--- src/rtl/wdt_pkg.sv ---
package wdt_pkg;

    typedef enum logic [2:0] {
        S_IDLE,
        S_COUNT,
        S_WARN,
        S_PULSE,
        S_HALT
    } wdt_state_e;

    localparam int unsigned REG_CTRL   = 0;
    localparam int unsigned REG_PERIOD = 1;
    localparam int unsigned REG_KICK   = 2;
    localparam int unsigned REG_ACK    = 3;

    localparam int unsigned CTRL_EN_BIT    = 0;
    localparam int unsigned CTRL_MODE_BIT  = 1;
    localparam int unsigned CTRL_PAUSE_BIT = 2;

    localparam logic [7:0] KICK_KEY = 8'h76;

endpackage

--- src/rtl/wdt_regs.sv ---
module wdt_regs
    import wdt_pkg::*;
#(
    parameter int unsigned DATA_W = 32,
    parameter int unsigned ADDR_W = 2,
    parameter int unsigned IDX_W  = 4
) (
    input  logic              clk,
    input  logic              rst_n,
    input  logic              bus_sel,
    input  logic              bus_wr,
    input  logic [ADDR_W-1:0] bus_addr,
    input  logic [DATA_W-1:0] bus_wdata,
    output logic [DATA_W-1:0] bus_rdata,
    output logic              en_q,
    output logic              mode_q,
    output logic              pause_en_q,
    output logic [IDX_W-1:0]  idx_q,
    output logic              arm,
    output logic              kick,
    output logic              ack
);

    logic wr_ctrl, wr_period, wr_kick, rd_ack;
    logic period_ok;

    always_comb begin
        wr_ctrl   = bus_sel && bus_wr && (bus_addr == ADDR_W'(REG_CTRL));
        wr_period = bus_sel && bus_wr && (bus_addr == ADDR_W'(REG_PERIOD));
        wr_kick   = bus_sel && bus_wr && (bus_addr == ADDR_W'(REG_KICK));
        rd_ack    = bus_sel && !bus_wr && (bus_addr == ADDR_W'(REG_ACK));
        period_ok = ((bus_wdata >> IDX_W) == '0);
    end

    // enable is one-way: a write may set it, never clear it
    always_ff @(posedge clk or negedge rst_n) begin
        if (!rst_n) begin
            en_q       <= 1'b0;
            mode_q     <= 1'b0;
            pause_en_q <= 1'b0;
        end else if (wr_ctrl) begin
            en_q       <= en_q | bus_wdata[CTRL_EN_BIT];
            mode_q     <= bus_wdata[CTRL_MODE_BIT];
            pause_en_q <= bus_wdata[CTRL_PAUSE_BIT];
        end
    end

    always_ff @(posedge clk or negedge rst_n) begin
        if (!rst_n) begin
            idx_q <= '0;
        end else if (wr_period && period_ok) begin
            idx_q <= bus_wdata[IDX_W-1:0];
        end
    end

    always_comb begin
        arm  = wr_ctrl && bus_wdata[CTRL_EN_BIT] && !en_q;
        kick = wr_kick && (bus_wdata == DATA_W'(KICK_KEY));
        ack  = rd_ack;
    end

    always_comb begin
        bus_rdata = '0;
        if (bus_sel && !bus_wr) begin
            unique case (bus_addr)
                ADDR_W'(REG_CTRL): begin
                    bus_rdata[CTRL_EN_BIT]    = en_q;
                    bus_rdata[CTRL_MODE_BIT]  = mode_q;
                    bus_rdata[CTRL_PAUSE_BIT] = pause_en_q;
                end
                ADDR_W'(REG_PERIOD): bus_rdata[IDX_W-1:0] = idx_q;
                default:             bus_rdata = '0;
            endcase
        end
    end


    // out-of-range period writes leave the index alone
    idx_guard_chk: assert property (@(posedge clk) disable iff (!rst_n)
        (wr_period && !period_ok) |=> $stable(idx_q));

endmodule

--- src/rtl/wdt_period.sv ---
module wdt_period #(
    parameter int unsigned BASE_EXP = 16,
    parameter int unsigned IDX_W    = 4,
    parameter int unsigned CNT_W    = 31
) (
    input  logic [IDX_W-1:0] idx,
    output logic [CNT_W-1:0] reload_val
);

    localparam int unsigned NUM = 1 << IDX_W;

    logic [CNT_W-1:0] table_w [NUM];

    // entry i holds period minus one: expiry is seen on the edge after zero
    for (genvar i = 0; i < NUM; i++) begin : g_entry
        assign table_w[i] = (CNT_W'(1) << (BASE_EXP + i)) - CNT_W'(1);
    end

    assign reload_val = table_w[idx];

endmodule

--- src/rtl/wdt_counter.sv ---
module wdt_counter #(
    parameter int unsigned CNT_W = 31
) (
    input  logic             clk,
    input  logic             rst_n,
    input  logic             load,
    input  logic [CNT_W-1:0] load_val,
    input  logic             run,
    input  logic             freeze,
    output logic             cnt_zero
);

    logic [CNT_W-1:0] cnt_q;

    always_ff @(posedge clk or negedge rst_n) begin
        if (!rst_n) begin
            cnt_q <= '0;
        end else if (load) begin
            cnt_q <= load_val;
        end else if (run && !freeze && (cnt_q != '0)) begin
            cnt_q <= cnt_q - CNT_W'(1);
        end
    end

    assign cnt_zero = (cnt_q == '0);


    // a held pause keeps the count where it is
    freeze_hold_chk: assert property (@(posedge clk) disable iff (!rst_n)
        (freeze && !load) |=> $stable(cnt_q));

endmodule

--- src/rtl/wdt_fsm.sv ---
module wdt_fsm
    import wdt_pkg::*;
#(
    parameter int unsigned PULSE_LEN = 8
) (
    input  logic clk,
    input  logic rst_n,
    input  logic arm,
    input  logic kick,
    input  logic ack,
    input  logic mode,
    input  logic cnt_zero,
    input  logic freeze,
    output logic restart,
    output logic reload,
    output logic run,
    output logic irq,
    output logic sys_rst
);

    localparam int unsigned PW = $clog2(PULSE_LEN + 1);

    wdt_state_e     state_q, state_d;
    logic [PW-1:0]  pulse_q;
    logic           expire;

    assign expire = run && !freeze && cnt_zero;

    always_comb begin
        state_d = state_q;
        restart = 1'b0;
        reload  = 1'b0;
        unique case (state_q)
            S_IDLE: begin
                if (arm) begin
                    state_d = S_COUNT;
                    restart = 1'b1;
                end
            end
            S_COUNT: begin
                if (kick) begin
                    restart = 1'b1;
                end else if (expire) begin
                    if (mode) begin
                        state_d = S_WARN;
                        reload  = 1'b1;
                    end else begin
                        state_d = S_PULSE;
                    end
                end
            end
            S_WARN: begin
                if (kick) begin
                    state_d = S_COUNT;
                    restart = 1'b1;
                end else if (ack) begin
                    state_d = S_COUNT;
                    reload  = expire;
                end else if (expire) begin
                    state_d = S_PULSE;
                end
            end
            S_PULSE: begin
                if (pulse_q == '0) begin
                    state_d = S_HALT;
                end
            end
            S_HALT:  state_d = S_HALT;
            default: state_d = S_IDLE;
        endcase
    end

    always_ff @(posedge clk or negedge rst_n) begin
        if (!rst_n) begin
            state_q <= S_IDLE;
        end else begin
            state_q <= state_d;
        end
    end

    always_ff @(posedge clk or negedge rst_n) begin
        if (!rst_n) begin
            pulse_q <= '0;
        end else if ((state_d == S_PULSE) && (state_q != S_PULSE)) begin
            pulse_q <= PW'(PULSE_LEN - 1);
        end else if ((state_q == S_PULSE) && (pulse_q != '0)) begin
            pulse_q <= pulse_q - PW'(1);
        end
    end

    always_comb begin
        run     = (state_q == S_COUNT) || (state_q == S_WARN);
        irq     = (state_q == S_WARN);
        sys_rst = (state_q == S_PULSE);
    end


    // an unanswered interrupt at the second expiry ends in reset
    second_expiry_chk: assert property (@(posedge clk) disable iff (!rst_n)
        (irq && expire && !ack && !kick) |=> sys_rst);


    // the clear read drops the interrupt
    ack_clear_chk: assert property (@(posedge clk) disable iff (!rst_n)
        (irq && ack) |=> !irq);


    // a keyed restart drops the interrupt
    kick_clear_chk: assert property (@(posedge clk) disable iff (!rst_n)
        (irq && kick) |=> !irq);


    // the reset pulse is not cut short
    pulse_hold_chk: assert property (@(posedge clk) disable iff (!rst_n)
        (sys_rst && (pulse_q != '0)) |=> sys_rst);


    // once halted, the block stays quiet
    halt_quiet_chk: assert property (@(posedge clk) disable iff (!rst_n)
        (state_q == S_HALT) |=> ((state_q == S_HALT) && !sys_rst && !irq));

endmodule

--- src/rtl/wdt_keyed.sv ---
module wdt_keyed #(
    parameter int unsigned DATA_W    = 32,
    parameter int unsigned ADDR_W    = 2,
    parameter int unsigned IDX_W     = 4,
    parameter int unsigned BASE_EXP  = 16,
    parameter int unsigned PULSE_LEN = 8
) (
    input  logic              clk,
    input  logic              rst_n,
    input  logic              bus_sel,
    input  logic              bus_wr,
    input  logic [ADDR_W-1:0] bus_addr,
    input  logic [DATA_W-1:0] bus_wdata,
    output logic [DATA_W-1:0] bus_rdata,
    input  logic              pause_in,
    output logic              irq,
    output logic              sys_rst
);

    localparam int unsigned CNT_W = BASE_EXP + (1 << IDX_W) - 1;

    logic             en_q, mode_q, pause_en_q;
    logic [IDX_W-1:0] idx_q, act_idx_q, sel_idx;
    logic             arm, kick, ack;
    logic             restart, reload, run, freeze, cnt_zero;
    logic [CNT_W-1:0] load_val;

    wdt_regs #(
        .DATA_W (DATA_W),
        .ADDR_W (ADDR_W),
        .IDX_W  (IDX_W)
    ) u_regs (
        .clk        (clk),
        .rst_n      (rst_n),
        .bus_sel    (bus_sel),
        .bus_wr     (bus_wr),
        .bus_addr   (bus_addr),
        .bus_wdata  (bus_wdata),
        .bus_rdata  (bus_rdata),
        .en_q       (en_q),
        .mode_q     (mode_q),
        .pause_en_q (pause_en_q),
        .idx_q      (idx_q),
        .arm        (arm),
        .kick       (kick),
        .ack        (ack)
    );

    // index in force: captured on each restart, reused by the warn-stage reload
    always_ff @(posedge clk or negedge rst_n) begin
        if (!rst_n) begin
            act_idx_q <= '0;
        end else if (restart) begin
            act_idx_q <= idx_q;
        end
    end

    assign sel_idx = restart ? idx_q : act_idx_q;
    assign freeze  = pause_en_q && pause_in;

    wdt_period #(
        .BASE_EXP (BASE_EXP),
        .IDX_W    (IDX_W),
        .CNT_W    (CNT_W)
    ) u_period (
        .idx        (sel_idx),
        .reload_val (load_val)
    );

    wdt_counter #(
        .CNT_W (CNT_W)
    ) u_counter (
        .clk      (clk),
        .rst_n    (rst_n),
        .load     (restart || reload),
        .load_val (load_val),
        .run      (run),
        .freeze   (freeze),
        .cnt_zero (cnt_zero)
    );

    wdt_fsm #(
        .PULSE_LEN (PULSE_LEN)
    ) u_fsm (
        .clk      (clk),
        .rst_n    (rst_n),
        .arm      (arm),
        .kick     (kick),
        .ack      (ack),
        .mode     (mode_q),
        .cnt_zero (cnt_zero),
        .freeze   (freeze),
        .restart  (restart),
        .reload   (reload),
        .run      (run),
        .irq      (irq),
        .sys_rst  (sys_rst)
    );


    // nothing fires before software enables the timer
    disabled_quiet_chk: assert property (@(posedge clk) disable iff (!rst_n)
        !en_q |-> (!irq && !sys_rst));

endmodule

--- config.mk ---
export PLATFORM = sky130hd
export DESIGN_NAME = wdt_keyed
export DESIGN_NICKNAME = d
export VERILOG_FILES = /design/src/rtl/wdt_pkg.sv /design/src/rtl/wdt_regs.sv /design/src/rtl/wdt_period.sv /design/src/rtl/wdt_counter.sv /design/src/rtl/wdt_fsm.sv /design/src/rtl/wdt_keyed.sv
export SDC_FILE = /design/constraint.sdc
export NUM_CORES = 1
export LEC_CHECK = 0
export ABC_AREA = 1
export BUFFER_PORTS_ARGS = -buffer_cell sky130_fd_sc_hd__buf_2
export CAP_MARGIN = 20
export CORE_UTILIZATION = 56
export CTS_CLUSTER_DIAMETER = 40
export DETAILED_ROUTE_END_ITERATION = 10
export PLACE_DENSITY_LB_ADDON = 0.12
export SYNTH_ARGS = -nofsm -noshare
export SYNTH_HDL_FRONTEND = slang
export SYNTH_SLANG_ARGS = --single-unit
--- constraint.sdc ---
create_clock -name clk -period 2.4 [get_ports clk]
set_clock_uncertainty 0.2 [all_clocks]
set_input_delay 0 -clock clk [delete_from_list [all_inputs] [get_ports clk]]
set_output_delay 0 -clock clk [all_outputs]
set_load 0.03 [all_outputs]
Yosys cells after proc, flatten, opt, wreduce, memory -nomap -nowiden. Memory sizes are Yosys's and may differ from the RTL's. Index checks and enable logic that the tools add are counted.

Register bits: 49. Bits in read-only memories: 496. Input bits: 39. Output and inout bits: 34. Logic and storage cells: 83. Memories: 1.

$add $sub $neg: 2. Order comparisons: 1. Equality and inequality tests: 10. Multiplexer cells: 28. Bitwise operators: 2. Reductions and logical operators: 31.

Memories: (name not given) (depth 16, bits a word 31, read ports 1, clocked after memory_dff 0, write ports 0, line wdt_period.sv:19) `assign reload_val = table_w[idx];`.

Operators by type and width (count): 2-to-1 mux 31 bit (4); == test 32 x 7 -> 1 bit (second input constant) (1); logical NOT 32 bit (1); logical NOT 31 bit (1); nonzero test 31 bit (1); subtractor 31 x 1 -> 31 bit (second input constant) (1); 2-to-1 mux 3 bit (7); logical AND 1 bit (16); 2-to-1 mux 4 bit (4); case mux 3 bit (5 select lines) (1); == test 3 x 2 -> 1 bit (second input constant) (3); 2-to-1 mux 1 bit (9); case mux 3 bit (2 select lines) (1); greater-or-equal comparator 5 bit (second input constant) (1); inverter 4 -> 5 bit (1); == test 2 bit (second input constant) (2); logical NOT 4 bit (1); case mux 1 bit (2 select lines) (2); nonzero test 2 bit (2); nonzero test 4 bit (1); subtractor 4 x 1 -> 4 bit (second input constant) (1); == test 3 x 1 -> 1 bit (second input constant) (1); == test 3 bit (second input constant) (1); logical NOT 1 bit (3); other kinds (7) (8).

Logic depth before layout (Yosys ltp). Gate-level depths: netlist of the first run.

Word-level depth: 12. Mapped depth: 16. Gate-level depth less buffers: 16.

Cells and area by module. From an unflattened synthesis of the first run, not the netlist that was laid out.

Cell total of the unflattened synthesis: 613. Area, all modules: 4154.0 um2.

By module, submodules not included: wdt_counter (instances 1, cells an instance 361, area each 2442.3 um2, sequential area each 775.7 um2); wdt_regs (instances 1, cells an instance 118, area each 805.8 um2, sequential area each 175.2 um2); wdt_fsm (instances 1, cells an instance 72, area each 516.7 um2, sequential area each 175.2 um2); wdt_period (instances 1, cells an instance 42, area each 226.5 um2, sequential area each 0.0 um2); wdt_keyed (instances 1, cells an instance 20, area each 162.7 um2, sequential area each 100.1 um2).

Worst setup path after synthesis of the first run. OpenSTA, ideal clock, no wires.

Path type: register -> register. Start point: register u_fsm.state_q[2]. End point: register u_fsm.pulse_q[3]. Library setup time: 0.077 ns. Data arrival time: 2.019 ns. Data required time: 2.123 ns. Path slack: 0.104 ns. Stages on the path, launching flop included: 7. Path buffers: 0. Period minus slack after synthesis: 2.296 ns. Cells stage by stage: dfrtp_1 nor3_1 nand2_1 nor2_1 nand3_1 xor2_1 a21oi_1.

Elaborated cells on any way between the ends: 22. Those cells by class: eq/ne (6); mux (9); reduce/logical (7).

RTL lines: start, declared (line wdt_fsm.sv:23) `wdt_state_e state_q, state_d;`; start signal, assigned (line wdt_fsm.sv:77) `state_q <= state_d;`; == test 3 x 2 -> 1 bit (*); named net sys_rst (line wdt_keyed.sv:17) `output logic sys_rst`; case mux 3 bit (5 select lines) (line wdt_fsm.sv:33) `unique case (state_q)`; == test 3 x 2 -> 1 bit (line wdt_fsm.sv:84) `end else if ((state_d == S_PULSE) && (state_q != S_PULSE)) begin`; logical AND 1 bit (line wdt_fsm.sv:84); 2-to-1 mux 4 bit / nonzero test 2 bit (equally long branches); end signal, assigned (line wdt_fsm.sv:85) `pulse_q <= PW'(PULSE_LEN - 1);`; end signal, assigned (line wdt_fsm.sv:87) `pulse_q <= pulse_q - PW'(1);`; end, declared (line wdt_fsm.sv:24) `logic [PW-1:0] pulse_q;`.

Mark *: on every way through the listed nets, which the timed path passes. The rest lies on a longest branch. A chain may end at the register's enable or synchronous reset.

Worst setup path in the final report of the first run.
Start point: register u_counter.cnt_q[0]. End point: register u_counter.cnt_q[16].

Longest elaborated chain between the ends: 7. Elaborated cells on any way between the ends: 14. Those cells by class: add/sub (1); mux (7); reduce/logical (6).

RTL lines: start, declared (line wdt_counter.sv:13) `logic [CNT_W-1:0] cnt_q;`; start signal, assigned (line wdt_counter.sv:19) `cnt_q <= load_val;`; start signal, assigned (line wdt_counter.sv:21) `cnt_q <= cnt_q - CNT_W'(1);`; branches (longest 7 deep; another with subtractor 31 x 1 -> 31 bit).

Parallel ways; which one is timed is not known. The select of a mux whose other input is x is not followed.

==> results of run 1 <==
[cell type report]
type	count	area (um^2)
Timing Repair Buffer	76	534
Clock buffer	7	86.3
Inverter	63	239
Tap cell	75	93.8
Sequential cell	49	1230
Clock inverter	1	30.0
Fill cell	529	1830
Multi-Input combinational cell	389	1950
[path summary, 6_finish.rpt]
path | endpoint | slack [ps] | from
worst max register to register | u_counter.cnt_q[16] | 50 | u_counter.cnt_q[0]
worst min register to register | u_counter.cnt_q[0] | 310 | u_counter.cnt_q[0]
worst max-delay path | u_counter.cnt_q[16] | 50 | u_counter.cnt_q[0]
min in group clk | u_fsm.state_q[0] | 20 | bus_addr[1]
max in group asynchronous | u_counter.cnt_q[20] | 1440 | rst_n
worst min-delay path | u_fsm.pulse_q[2] | 10 | rst_n
[power groups by stage]
stage                     Clock [uW]  Sequential (uW)  Combinational (uW)
final                            624              843                 168
after global routing             667              845                 188
after CTS                        640              843                 168
after detailed placement           0              859                 149
after global placement             0              859                 147
after floorplan                    0              857                 123
[kinds of logic after synthesis]
group           after synthesis  share of synthesized area, %
buf+inv                      96                          13.8
other cells                   1                         0.107
flops                        49                          34.9
compound gates               52                          8.41
xor+xnor                     12                          2.99
simple gates                293                          38.7
fa+ha+maj                     3                          1.07
[cell usage after synthesis (2+ instances only)]
master | n | area (um^2)
buf_4 | 29 | 218
dfrtp_1 | 49 | 1230
nand4_1 | 14 | 87.6
o211ai_1 | 5 | 37.5
nand2_1 | 131 | 492
inv_2 | 6 | 22.5
nor4_1 | 3 | 18.8
nor3_1 | 9 | 45.0
nor2_4 | 4 | 45.0
buf_6 | 2 | 22.5
xnor2_1 | 3 | 26.3
a21oi_2 | 3 | 26.3
nor2_2 | 11 | 68.8
xor2_1 | 9 | 78.8
nor2_1 | 70 | 263
nand3_1 | 27 | 135
ha_1 | 3 | 37.5
o21ai_1 | 6 | 30.0
nand3_2 | 4 | 40.0
a21oi_1 | 14 | 70.1
o21ai_0 | 20 | 100
nand2_2 | 7 | 43.8
nand3b_1 | 5 | 37.5
inv_1 | 57 | 214
[metal layers]
metal	vias up	wire length (um)	track usage [%]	share of wire, %
met4	0	113	8.21	1.3
met2	120	4160	45.6	49
met3	9	497	4.16	5.8
met1	1584	3810	36.2	44
met5	-	0	0	0
li1	1719	-	-	-
[critical path: stages, from the launching register on]
cell and delay, ps:
dfrtp_1 430, inv_2 90, ha_1 140, inv_1 40, nor2_1 70, nand2_1 60, nor2_2 100, nand2_1 90
nor2_2 140, nand4_1 190, nor2_4 220, nor2_8 90, buf_4 150, nand2_1 60, nand3_1 80, nand2_1 60
nand2_1 50
[per-stage QoR]
stage          instances  setup TNS (ps)  hold slack [ps]  instance area (um^2)
6_report             660               0             13.3                  4160
5_1_grt              660           -1550             62.4                  4160
4_1_cts              653               0             9.14                  4050
3_5_place_dp         633               0             -171                  3810
3_3_place_gp         633               0             -169                  3810
2_1_floorplan        533               0             -496                  3610
[flip-flops by register name, summed over array words and instances, names as in the netlist]
register	count
u_regs.mode_q	1
u_regs.pause_en_q	1
act_idx_q	4
u_regs.idx_q	4
u_fsm.pulse_q	4
u_counter.cnt_q	31
u_fsm.state_q	3
u_regs.en_q	1
[repair_timing]
| item | CTS | global route |
|---|---|---|
| setup buffers | 0 | 6 |
| setup endpoints to repair | 0 | 27 |
| endpoints found under the hold margin | 57 | 0 |
| hold buffers | 12 | 0 |
| resized for setup | 0 | 21 |
==> impl_metrics.tcl, run 1 <==
set metrics [dict create \
    async_reset_ff_share_pct 100 \
    seq_power_share_pct 51.6 \
    max_slew_margin_pct 60.7 \
    wl_mm 8.58 \
    synthFlopType "dfrtp_1" \
    setup_ws_ps 46.8 \
    via_per_inst 5.20 \
    switching_share_pct 24.8 \
    clock-root-buffer "clkbuf_8" \
    power.density_nw_per_um2 393 \
    dr.pass1.iters 5 \
    clock_latency_ps 310 \
    finalHoldViolCount 0 \
    dp_hpwl_mm 6.31 \
    pre_cts_ws_ps 29.2 \
    p_leak_uw 0.00231 \
    fin_nets 626 \
    drc 0 \
    synth_edf_count 0 \
    p_switching_uw 405 \
    die-area_um2 6590 \
    ys_seq_area_share_pct 34.9 \
    fin_util_pct 69.5 \
    setup.worst_path.start_class "flop" \
    pin_count 73 \
    cts_buffer_depth 2 \
    crit_required_ps 2410 \
    core_area_um2 5990 \
    ir_drop_mv 0.312 \
    synth.distinct_cells 39 \
    layout-area-overhead-vs-synth_pct 18.5 \
    power_uw 1640 \
    syn-instance-count 506 \
    antenna_found_initial 0 \
    rsz0062_at_grt "true" \
    fp-row-count 28 \
    grt_max_degree 27 \
    drive_above_1_share_pct 20.9 \
    cp_max_fo 8 \
    crit_type "flop to flop" \
    status "completed" \
    clk_pin_slew_ps 90 \
    intPower_uw 1230 \
    r2r_cells 16 \
    setup_viol 0 \
    syn_avg_cell_area_um2 6.94 \
    cap_viol_max_count 0 \
    cts.sinks 49 \
    final_common_cell "nand2_1" \
    worst_pin_slew_ps 590 \
    synth-seq-cells 49 \
    clkPwrFrac_pct 38.2 \
    die_w_um 81.2 \
    period_needed_ps 2350 \
    hold_path.class "input port to asynchronous set/reset pin" \
    cts_made_buffers 5 \
    final_cell_mix "nand2_1, nor2_1, inv_1" \
    vias 3432 \
    fmax_ghz 0.425 \
    cts_tree "done" \
    diodes 0 \
    syn_area_um2 3510 \
    grt_pass1_wl_mm 13.7 \
    drv_slew 0 \
    fin_crit_sh_pct 98.1 \
    die-height_um 81.2 \
    cp.arrival_ps 2370 \
    drt_iter0_drc 209 \
    grt-ovfl-total 0 \
    htree_levels 2 \
    start_util_pct 58.6 \
    grt_pass1_vias 3092 \
    ant_nets 0 \
    track_usage_pct 27.3 \
    synth_warnings 0 \
    drt-wirelength-per-cell_um 13.0 \
    end_kind "flop" \
    gp_congestion 1.04 \
    comb_power_share_pct 10.3 \
    portBuffers 44 \
]
(Power assumes the default switching activity.)
==> inputs of run 2 (changes only) <==
Settings changed: ABC_AREA 1 to default, CORE_UTILIZATION 56 to 55, CTS_CLUSTER_DIAMETER 40 to default, SKIP_LAST_GASP from default to 1.
==> run 2 against run 1 <==
Against the previous run:
- the run now ends with negative setup slack left
- count of clock-buffer cells in the layout is 2 lower
- clock power is 13% higher
- fmax is 11% lower
- critical endpoint is now u_fsm.state_q[0]
- largest power group unchanged
- highest routed layer unchanged
==> impl_metrics.tcl, run 2 <==
set metrics [dict create \
    status "complete, but fails checks" \
    violations "negative setup slack" \
    critical_path.startpoint "u_counter.cnt_q[14]" \
    portBuffers 44 \
    top_register "u_counter.cnt_q" \
    finalHoldViolCount 0 \
    htree_levels 2 \
    antenna_found_initial 0 \
    final_common_cell "buf_4" \
    dr.pass1.iters 5 \
    ys_top_cells_by_area "dfrtp_1, buf_4, nor4_1" \
    drv_slew 0 \
    setup_viol 35 \
    syn_area_um2 3470 \
    fmax_ghz 0.380 \
    pin_count 73 \
    drt_iter0_drc 233 \
    grt_max_degree 30 \
    syn-instance-count 400 \
    synthFlopType "dfrtp_1" \
    pre_cts_ws_ps -187 \
    grt_pass1_wl_mm 15.3 \
    final_area_um2 4750 \
    cap_viol_max_count 0 \
    cp.arrival_ps 2620 \
    wl_mm 10.1 \
    clock-root-buffer "clkbuf_8" \
    clock_latency_ps 310 \
    cts_made_buffers 5 \
    rsz0062_at_grt "true" \
    cp-endpoint "u_fsm.state_q[0]" \
    period_needed_ps 2630 \
    rr_endpoint "u_fsm.state_q[0]" \
    ir_drop_mv 0.283 \
    yosysTopAreaCell "dfrtp_1" \
    track_usage_pct 30.1 \
    start_util_pct 57.9 \
    fin_crit_sh_pct 110 \
    yosysTopAreaCellShare_pct 35.4 \
    syn_avg_cell_area_um2 8.67 \
    dp_hpwl_mm 6.91 \
    end_kind "flop" \
    diodes 0 \
    fin_util_pct 79.2 \
    cts.sinks 49 \
    power.density_nw_per_um2 364 \
    place_area_um2 4120 \
    max_slew_margin_pct 61.7 \
    cts_tree "done" \
    synth.distinct_cells 60 \
    drive_above_1_share_pct 34.5 \
    p_leak_uw 0.00225 \
    grt_pass1_vias 3327 \
    fp-row-count 28 \
    cts_buffer_depth 2 \
    hold_path.class "input port to flop" \
    grt-ovfl-total 0 \
    die-height_um 81.4 \
    ys_seq_area_share_pct 35.4 \
    die_w_um 81.4 \
    r2r_cells 9 \
    setup.worst_path.start_class "flop" \
    vias 3648 \
    final_cell_mix "buf_4, dfrtp_1, buf_2" \
    setup_ws_ps -233 \
    cp_max_fo 5 \
    crit_required_ps 2390 \
    clk_pin_slew_ps 90 \
    async_reset_ff_share_pct 100 \
    crit_type "flop to flop" \
    synth-seq-cells 49 \
    r2r-start "u_counter.cnt_q[14]" \
    core_area_um2 5990 \
    yosysMostFrequentCell "dfrtp_1" \
    ant_nets 0 \
    reg2reg_slack_ps -230 \
    layout-area-overhead-vs-synth_pct 36.9 \
    fin_hold_ws_ps 52.1 \
    gp_congestion 0.889 \
    drt-wirelength-per-cell_um 16.9 \
    worst_pin_slew_ps 571 \
    drc 0 \
    largest_register_ff_count 31 \
    synth_common_cells "dfrtp_1, nand2_1, nor2_1, buf_4, nor4_1" \
    nFillCells 387 \
    fin_nets 566 \
    synth_edf_count 0 \
    synth_warnings 0 \
    die-area_um2 6630 \
    via_per_inst 6.08 \
]
==> run 2: cell type report <==
class	instances	area [um^2]	share of cell area, %
multi-input cells	326	2240	47.1
inverters	7	26.3	0.554
repair buffers	135	1030	21.7
well taps	75	93.8	1.98
flip-flops and latches	49	1230	25.8
clock buffers	5	68.8	1.45
clock inverters	3	65.1	1.37
==> run 2: worst max-delay path: stages (launching register included) <==
cell     delay (ps)
dfrtp_1         390
or4_4           560
nor3_2          150
buf_4           160
nand4_1          90
buf_6           150
buf_4           130
nor3_4          100
nor3_1           50
or4b_1          520
==> run 2: report_power, final <==
| group | switching (uW) | total, uW | internal [uW] |
|---|---|---|---|
| clock network | 293 | 707 | 414 |
| registers | 8.90 | 844 | 835 |
| logic | 117 | 177 | 60.7 |
==> run 2: repair_timing <==
| item | CTS | global route |
|---|---|---|
| pin swaps | 16 | 12 |
| gates cloned | 0 | 2 |
| resized for setup | 11 | 43 |
| hold buffers | 12 | 0 |
| setup endpoints to repair | 33 | 37 |
| hold endpoints to repair | 56 | 0 |
| setup buffers | 2 | 12 |
==> run 2: stage by stage <==
stage          instances  TNS, ps  power [uW]
3_3_place_gp         564    -1460        1010
5_1_grt              600    -7970        1780
6_report             600    -5480        1730
4_1_cts              586    -2860        1730
2_1_floorplan        427    -1910         980
3_5_place_dp         564    -2330        1020
==> run 2: kinds of logic (layout without fill, tap and decap cells) <==
logic type	count (synthesis)	in the layout	share of synthesized area [%]
multiplexers	8	8	2.45
AO/OA/AOI/OAI	78	78	16.1
XOR/XNOR	14	14	3.54
adder cells (fa/ha/maj)	3	3	1.08
AND/OR/NAND/NOR	195	195	32.6
other	1	28	0.108
flip-flops	49	49	35.4
buffers and inverters	52	150	8.81
==> run 2: worst min path at each step <==
stage	start	end	slack, ps	cells past startpoint
final	bus_addr[1]	u_regs.en_q	50	4
after global routing	bus_addr[1]	u_regs.en_q	70	4
after CTS	bus_addr[1]	u_regs.en_q	40	4
after detailed placement	rst_n	u_fsm.pulse_q[1]	-210	1
after global placement	rst_n	u_fsm.pulse_q[0]	-210	1
after floorplan	rst_n	act_idx_q[0]	-500	0
==> run 2: metal layers <==
layer  wire (um)  track usage [%]  up-vias
met5           0                0        -
met4         268             12.7        0
met3         625             4.27       23
met2        5100             49.8      171
met1        4150             38.9     1752
li1            -                -     1702
==> inputs of run 3 (changes only) <==
Settings changed: CAP_MARGIN 20 to default, CELL_PAD_IN_SITES_DETAIL_PLACEMENT from default to 0, CELL_PAD_IN_SITES_GLOBAL_PLACEMENT from default to 2, CORE_UTILIZATION 55 to 33.
Clock period 2.4 ns to 2.55 ns, I/O delays scaled along.
==> run 3 against run 2 <==
Against the previous run:
- the run still ends with negative setup slack left
- global-route usage fell by 11 points
- fmax fell by 0.17%
- total power fell by 18%
- clock power fell by 32%
- largest power group unchanged
- final cell count rose by 8.7%
- sequential cell count did not move
- via count fell by 6.6%
- combinational power fell by 16%
==> impl_metrics.tcl, run 3 (synthesized netlist as in run 2, its figures left out) <==
set metrics [dict create \
    wl_mm 10.3 \
    drt-wirelength-per-cell_um 15.9 \
    htree_levels 2 \
    period_needed_ps 2640 \
    cts.sinks 49 \
    grt-ovfl-total 0 \
    die-height_um 105 \
    dp.cells 632 \
    status "complete, but fails checks" \
    cts_tree "done" \
    setup_ws_ps -87.3 \
    max_slew_margin_pct 44.0 \
    fin_nets 558 \
    antenna_found_initial 0 \
    cts_made_buffers 5 \
    wl_met2_mm 4.98 \
    instances_no_fill 652 \
    rsz0062_at_grt "true" \
    clock_latency_ps 300 \
    setup.worst_path.start_class "flop" \
    hold_path.class "input port to flop" \
    power.density_nw_per_um2 309 \
    grt_pass1_vias 3342 \
    wl_met1_mm 5.08 \
    dr.pass1.iters 4 \
    clk_pin_slew_ps 90 \
    final_area_um2 4610 \
    grt_pass1_wl_mm 17.0 \
    final_common_cell "buf_4" \
    crit_type "flop to flop" \
    cts_buffer_depth 2 \
    cp.arrival_ps 2670 \
    start_util_pct 33.7 \
    fin_util_pct 44.9 \
    violations "negative setup slack" \
    die_w_um 105 \
    crit_required_ps 2590 \
    top_register "u_counter.cnt_q" \
    pin_count 73 \
    largest_register_ff_count 31 \
    drv_slew 0 \
    portBuffers 44 \
    gp_congestion 0.795 \
    setup_viol 6 \
    ant_nets 0 \
    final_cell_mix "buf_4, dfrtp_1, buf_2" \
    grt_max_degree 32 \
    finalHoldViolCount 0 \
    core_area_um2 10300 \
    drive_above_1_share_pct 33.5 \
    end_kind "flop" \
    worst_pin_slew_ps 838 \
    cap_viol_max_count 0 \
    die-area_um2 10900 \
    fmax_ghz 0.379 \
    track_usage_pct 19.4 \
    clock-root-buffer "clkbuf_8" \
    p_leak_uw 0.00218 \
    fp-row-count 37 \
    drt_iter0_drc 147 \
    ir_drop_mv 0.164 \
    dr.max_layer_used "met4" \
    diodes 0 \
    drc 0 \
    dp_hpwl_mm 7.78 \
    fin_crit_sh_pct 103 \
    cp_max_fo 4 \
    via_per_inst 5.23 \
    wl_met3_um 228 \
    layout-area-overhead-vs-synth_pct 33.0 \
    vias 3407 \
    place_area_um2 4210 \
]
==> run 3: worst max-delay path, cell delays in order (launching register included) <==
cell and delay [ps]:
dfrtp_1 390, or4_4 550, or3_4 370, or3_4 410, nor4_4 260, nand2_2 170, buf_6 150, nand3_2 50
==> run 3: final timing paths <==
kind | startpoint | end | slack [ps] | cells after the start
setup / recovery | u_counter.cnt_q[14] | u_counter.cnt_q[23] | -90 | 7
hold / removal | bus_wdata[6] | u_regs.idx_q[0] | 20 | 4
setup reg to reg | u_counter.cnt_q[14] | u_counter.cnt_q[23] | -90 | 7
hold reg to reg | u_regs.en_q | u_regs.en_q | 340 | 1
max in group asynchronous | rst_n | u_counter.cnt_q[13] | 950 | 3
min in group asynchronous | rst_n | u_fsm.pulse_q[3] | 70 | 3
==> run 3: routing by layer <==
metal | GRT usage [%] | up-vias
li1 | - | 1678
met1 | 27.7 | 1673
met2 | 31.7 | 49
met3 | 2.32 | 7
met4 | 3.16 | 0
met5 | 0 | -
==> run 3: through the flow <==
| stage | hold slack (ps) | total power (uW) | TNS, ps | setup WS (ps) |
|---|---|---|---|---|
| 2_1_floorplan | -496 | 922 | 0 | 6.04 |
| 3_3_place_gp | -230 | 951 | -597 | -115 |
| 3_5_place_dp | -228 | 952 | -888 | -136 |
| 4_1_cts | 14.1 | 1440 | -424 | -69.5 |
| 5_1_grt | 21.2 | 1480 | -1870 | -198 |
| 6_report | 17.3 | 1420 | -337 | -87.3 |
==> run 3: cell type report <==
| type | instances | area (um^2) |
|---|---|---|
| timing repair buffer | 127 | 878 |
| sequential | 49 | 1230 |
| clock buffer | 7 | 86.3 |
| fill | 1044 | 5670 |
| multi-input combinational | 326 | 2220 |
| tap | 136 | 170 |
| inverter | 7 | 26.3 |
==> run 3: timing repair <==
item                       4_1_cts  5_1_grt
pin swaps                       11       12
hold endpoints to repair        56        0
hold buffers                     8        0
resized for setup                9       31
setup buffers                    1        4
setup endpoints to repair       26       33
==> run 3: where the power goes <==
part	switching (uW)	internal (uW)	leakage, uW
logic	104	44.5	0.00148
clock network	263	216	0.0000443
registers	10.1	786	0.000657
